[config.mk]
export PLATFORM = sky130hd
export DESIGN_NAME = chop_seq
export DESIGN_NICKNAME = d
export VERILOG_FILES = /design/src/rtl/chop_seq.sv
export SDC_FILE = /design/constraint.sdc
export NUM_CORES = 1
export LEC_CHECK = 0
export BUFFER_PORTS_ARGS = -buffer_cell sky130_fd_sc_hd__buf_4
export CORE_ASPECT_RATIO = 0.9
export CORE_MARGIN = 2
export CORE_UTILIZATION = 30
export CTS_CLUSTER_SIZE = 12
export DETAILED_ROUTE_END_ITERATION = 12
export PLACE_DENSITY = 0.59
export RECOVER_POWER = 100
export SLEW_MARGIN = 40
export SYNTH_ARGS = -nofsm -noshare
export SYNTH_HDL_FRONTEND = slang
export SYNTH_SLANG_ARGS = --single-unit
[constraint.sdc]
create_clock -name clk -period 2.7 [get_ports clk]
set_input_delay 0.135 -clock clk [delete_from_list [all_inputs] [get_ports clk]]
set_output_delay 0.135 -clock clk [all_outputs]
set_load 0.05 [all_outputs]
[src/rtl/chop_seq.sv]
module chop_seq #(
  parameter int CW = 16
) (
  input  logic          clk,
  input  logic          rst_n,
  input  logic          out_en_n,
  input  logic          fault,
  input  logic          cur_zero,
  input  logic          trip,
  input  logic [1:0]    decay_mode,
  input  logic [CW-1:0] off_cycles,
  input  logic [CW-1:0] blank_cycles,
  input  logic [CW-1:0] fast_cycles,
  output logic [1:0]    bridge_state
);
  localparam logic [1:0] ST_OFF  = 2'b00;
  localparam logic [1:0] ST_DRV  = 2'b01;
  localparam logic [1:0] ST_FAST = 2'b10;
  localparam logic [1:0] ST_SLOW = 2'b11;

  typedef enum logic [1:0] {PH_IDLE, PH_DRIVE, PH_DECAY} phase_t;

  phase_t        phase;
  logic [CW-1:0] elapsed;
  logic [CW-1:0] blank_rem;
  logic [1:0]    mode_q;

  logic          active, blank_busy, off_done, fast_now;
  logic [CW-1:0] off_len;

  assign active     = !out_en_n && !fault;
  assign off_len    = (off_cycles == '0) ? CW'(1) : off_cycles;
  assign off_done   = elapsed >= off_len;
  assign blank_busy = blank_rem != '0;
  assign fast_now   = (mode_q == 2'b01) || (mode_q[1] && elapsed <= fast_cycles);

  always_ff @(posedge clk or negedge rst_n) begin
    if (!rst_n) begin
      phase     <= PH_IDLE;
      elapsed   <= '0;
      blank_rem <= '0;
      mode_q    <= 2'b00;
    end else if (!active) begin
      phase <= PH_IDLE;
    end else begin
      unique case (phase)
        PH_IDLE: begin
          if (cur_zero) begin
            phase   <= PH_DECAY;
            elapsed <= off_len;
            mode_q  <= 2'b00;
          end else begin
            phase     <= PH_DRIVE;
            blank_rem <= blank_cycles;
          end
        end
        PH_DRIVE: begin
          if (cur_zero) begin
            phase   <= PH_DECAY;
            elapsed <= off_len;
            mode_q  <= 2'b00;
          end else if (trip && !blank_busy) begin
            phase   <= PH_DECAY;
            elapsed <= CW'(1);
            mode_q  <= decay_mode;
          end else if (blank_busy) begin
            blank_rem <= blank_rem - CW'(1);
          end
        end
        PH_DECAY: begin
          if (!off_done) begin
            elapsed <= elapsed + CW'(1);
          end else if (!cur_zero) begin
            phase     <= PH_DRIVE;
            blank_rem <= blank_cycles;
          end
        end
        default: phase <= PH_IDLE;
      endcase
    end
  end

  always_comb begin
    if (!active || phase == PH_IDLE) bridge_state = ST_OFF;
    else if (phase == PH_DRIVE)      bridge_state = ST_DRV;
    else if (cur_zero)               bridge_state = ST_SLOW;
    else if (fast_now)               bridge_state = ST_FAST;
    else                             bridge_state = ST_SLOW;
  end
endmodule

## After elaboration in Yosys (flattened, before gate mapping)

Index checks and enable logic that the tools add are counted.

- Bits in registers: 36
- Input port bits: 56
- Output and inout bits: 2

- Add/sub/neg operators: 2
- Order comparisons: 2
- Equality and inequality tests: 13
- Muxes and demuxes: 27
- Reductions and logical operators: 18

Operator list:

| cell | number |
|---|---|
| $mux W16 | 10 |
| $pmux W16 S3 | 2 |
| $mux W2 | 11 |
| $add A16 B1 Y16 const B | 1 |
| $ge A16 B16 Y1 | 1 |
| $le A16 B16 Y1 | 1 |
| $logic_not A16 Y1 | 1 |
| $reduce_bool A16 Y1 | 1 |
| $sub A16 B1 Y16 const B | 1 |
| $ne A2 B2 Y1 const B | 6 |
| $ne A3 B3 Y1 const B | 3 |
| $pmux W2 S3 | 1 |
| $reduce_and A6 Y1 | 1 |
| $reduce_and A5 Y1 | 1 |
| $eq A2 B1 Y1 const B | 2 |
| $logic_not A1 Y1 | 4 |
| $ne A4 B4 Y1 const B | 1 |
| $pmux W2 S2 | 1 |
| $reduce_and A4 Y1 | 1 |
| $logic_and A1 B1 Y1 | 3 |
| $reduce_and A3 Y1 | 1 |
| $reduce_bool A3 Y1 | 1 |
| $eq A2 B2 Y1 const B | 1 |
| $logic_not A2 Y1 | 1 |
| 3 further kinds | 5 |

## Depth between registers and ports, before layout

- Word-level depth: 7
- Depth in mapped cells: 11
- Gate-level depth less buffers: 9

## Worst setup path after synthesis

OpenSTA, ideal clock, no wires.

- Kind: register to output
- From: register elapsed[13]
- To: output port bridge_state[0]
- Arrival time: 2,614 ps
- Slack: -49 ps
- Stages on the path, launching flop included: 7
- Path buffers: 0
- Cells stage by stage: dfrtp_1 > ha_1 > nand4_1 > or3_1 > a21oi_1 > o31ai_1 > a211oi_1

- Cells in the longest elaborated chain, start to end: 7

Ends and longest elaborated chain:

| what | RTL line | RTL |
|---|---|---|
| from (decl) | 24 | `logic [CW-1:0] elapsed;` |
| from (signal assigned) | 50 | `elapsed <= off_len;` |
| from (signal assigned) | 60 | `elapsed <= off_len;` |
| from (signal assigned) | 72 | `elapsed <= elapsed + CW'(1);` |
| $le A16 B16 Y1 | 35 | `assign fast_now = (mode_q == 2'b01) \|\| (mode_q[1] && elapsed <= fast_cycles);` |
| $logic_and A1 B1 Y1 | 35 |  |
| $logic_or A1 B1 Y1 | 35 |  |
| $mux W1 | 87 | `else if (fast_now) bridge_state = ST_FAST;` |
| $mux W1 | 86 | `else if (cur_zero) bridge_state = ST_SLOW;` |
| $mux W2 | 85 | `else if (phase == PH_DRIVE) bridge_state = ST_DRV;` |
| $mux W2 | 84 | `if (!active \|\| phase == PH_IDLE) bridge_state = ST_OFF;` |
| to (decl) | 14 | `output logic [1:0] bridge_state` |

Every way passes these cells.

## Final worst setup path

- From: register elapsed[9]
- To: output port bridge_state[0]

The elaborated chain is that of the path after synthesis.

==> results.yml <==
run_status:
  status: "finished, violations left"
  violations: "max-capacitance violations, max-slew violations"
synth:
  synth.area.mux_share_pct: 1.16
  async_reset_ff_share_pct: 100
  synthXorXnorAreaFrac_pct: 0.509
  synth_commonest_cells: "inv_1, nor2_1, ha_1, dfrtp_1, nand2_1"
  synthSimpleGateAreaFrac_pct: 21.4
  synth_area_leader_cell: "dfrtp_1"
  syn_area_sq_um: 3440
  synth_edf_count: 0
  synthTopCellsByArea: "dfrtp_1, ha_1, inv_1"
  synth_ff_type: "dfrtp_1"
  syn_area_per_cell_sq_um: 8.06
  yosys_warnings: 0
  syn-instance-count: 427
  synth_top_family_by_area: "compound AO/OA/AOI/OAI gates"
  seq_area_frac_synth_pct: 26.2
  synthAdderAreaFrac_pct: 13.8
  synth_compound_area_share_pct: 28.4
  synth-seq-cells: 36
  syn_nets: 521
  synth_top_area_share_pct: 26.2
  yosysMostFrequentCell: "inv_1"
  ys_types: 60
finish:
  syn_to_final_growth_pct: 24.9
  nNetsFinal: 592
  antennaDiodeCount: 0
  fill_cells: 1180
  drive_gt1_share_pct: 21.4
floorplanning:
  core_sq_um: 11300
  rows: 37
  dieArea_sq_um: 12300
  die_x_microns: 117
  top_level_ports: 58
  die_y_microns: 106
  initial_utilization_pct: 30.5
place:
  place.gp.congestion: 0.908
  numPortBuffers: 57
  dp_hpwl_microns: 7670
  dp_slack_ps: 69.8
sta:
  relSlewSlack_pct: -43.3
  layout_min_cycle_time_ps: 2620
  fin_hold_ws_ps: 82.2
  hold_viol_final: 0
  skew_ps: 8.38
  worst_pin_slew_ps: 2150
  report.final.slew_viol_count: 37
  final.period_utilization_pct: 97.1
  finalSetupViolCount: 0
  setup_ws_ps: 77.9
  setup_tns_ps: 0
  fmax_mhz: 381
worst_setup_path:
  required_ps: 2570
  worst-setup-path-type: "reg -> out"
  arrival_ps: 2490
  end_kind: "output port"
  path_max_fanout: 5
  start_kind: "flip-flop"
global_routing:
  grt_pass1_wl_microns: 16300
  antenna_found_initial: 0
  grt_max_degree: 37
  grt_pass1_vias: 3373
  grt_usage_pct: 16.7
  gr-total-overflow: 0
detailed_routing:
  totalWireLength_microns: 9970
  viasPerCell: 5.33
  drc_errors: 0
  drt.antenna.violating_nets: 0
  wl_per_cell_microns: 15.2
  num_vias: 3488
  drt-initial-drc-count: 230
  dr.pass1.iters: 5
clock_network:
  cts.htree.levels: 2
  clk_latency_ps: 290
  clk_pin_slew_ps: 60
  tritoncts: "yes"
  cts.sinks: 36
  numCtsBuffers: 5
  cts_max_path_buffers: 2
  cts-root-buf: "clkbuf_16"
job:
  maxCapViolations: 1
power:
  power.leakage_nw: 2.03
  ir_drop_mv: 0.255
  power.density_nw_per_um2: 647
hold_path:
  min_path_type: "in -> reg"
==> layer usage <==
layer	vias to the layer above	GRT usage, %	part of all wire [%]
met5	-	0	0
met4	0	5.29	1.9
met3	15	2.42	4.1
met2	98	28.0	48
met1	1677	21.9	46
li1	1698	-	-
==> worst paths after layout <==
check / start / end / slack (ps) / depth (start not counted)
setup / recovery: elapsed[9] / bridge_state[0] / 80 / 9
hold / removal: decay_mode[0] / mode_q[0] / 80 / 2
setup reg to reg: blank_rem[0] / mode_q[1] / 130 / 9
hold reg to reg: mode_q[0] / mode_q[0] / 500 / 1
max in group asynchronous: rst_n / elapsed[9] / 440 / 2
min in group asynchronous: rst_n / blank_rem[10] / 1020 / 2
==> state kept, by name, indices dropped and copies added (netlist names) <==
name       flops
elapsed       16
blank_rem     16
mode_q         2
phase          2
==> layout by cell type (no fill, tap or decap), types with 3 or more instances in the layout <==
master | netlist | final
o31ai_1 | 9 | 9
o22ai_1 | 3 | 3
dfrtp_1 | 36 | 36
and3_1 | 3 | 3
and2_1 | 5 | 5
clkbuf_16 | 0 | 5
a22oi_1 | 4 | 4
nand2_1 | 33 | 33
o21bai_1 | 5 | 5
buf_4 | 1 | 72
a221oi_2 | 10 | 7
a221oi_1 | 2 | 5
nand3_1 | 5 | 5
nor2_1 | 39 | 39
o21ai_0 | 25 | 31
ha_1 | 38 | 38
nand4_1 | 9 | 9
a41o_1 | 3 | 3
inv_1 | 56 | 56
a21o_1 | 6 | 6
a21oi_1 | 29 | 29
nor3_1 | 13 | 13
or2_2 | 5 | 5
nor3b_1 | 5 | 5
nor2b_1 | 5 | 5
a22o_1 | 3 | 3
clkbuf_1 | 9 | 4
nor4_1 | 10 | 9
nand2b_1 | 3 | 3
mux2i_1 | 4 | 4
==> critical path: stages, from the launching register on <==
cell,delay (ps)
dfrtp_1,400
buf_4,160
ha_1,290
a21o_1,180
a21o_1,160
a21oi_1,250
o22ai_2,150
o31ai_1,320
a211oi_2,130
buf_6,170
==> area by class of cell <==
cell class	instances	area (sq um)	area share, %
multi-input combinational	320	2250	52.3
tap	156	195	4.54
clock buffer	6	139	3.23
clock inverter	2	10.0	0.233
sequential	36	901	21.0
inverter	56	210	4.89
timing repair buffer	79	597	13.9
==> kinds of logic after synthesis <==
kind of cell               Yosys count
DFF                                 36
adders and majority gates           38
AOI/OAI and AO/OA                  132
xor gates and xnor gates             2
buffers and inverters               71
muxes                                4
and+or+nand+nor                    144
==> repair_timing <==
action                                 CTS  global route
hold buffers                             1             0
setup endpoints to repair                1            27
setup buffers                            1             1
pin swaps                                1             4
resized for setup                        1             7
endpoints found under the hold margin   36             0
==> per-stage QoR <==
step / util [%] / instance area, sq um / power [W] / std cells
floorplan: - / 3450 / 0.00175 / 427
global placement: 36.7 / 4140 / 0.00214 / 644
detailed placement: 36.7 / 4140 / 0.00218 / 644
CTS: 38.2 / 4310 / 0.00280 / 654
global route: 38.1 / 4300 / 0.00302 / 655
finish: 38.1 / 4300 / 0.00278 / 655
==> where the power goes <==
group          leakage [nW]  switching, W  internal, W
sequential            0.443      0.000228     0.000719
combinational          1.52      0.000666     0.000574
clock                0.0766      0.000232     0.000364
Power figures use the tool's default switching activity.
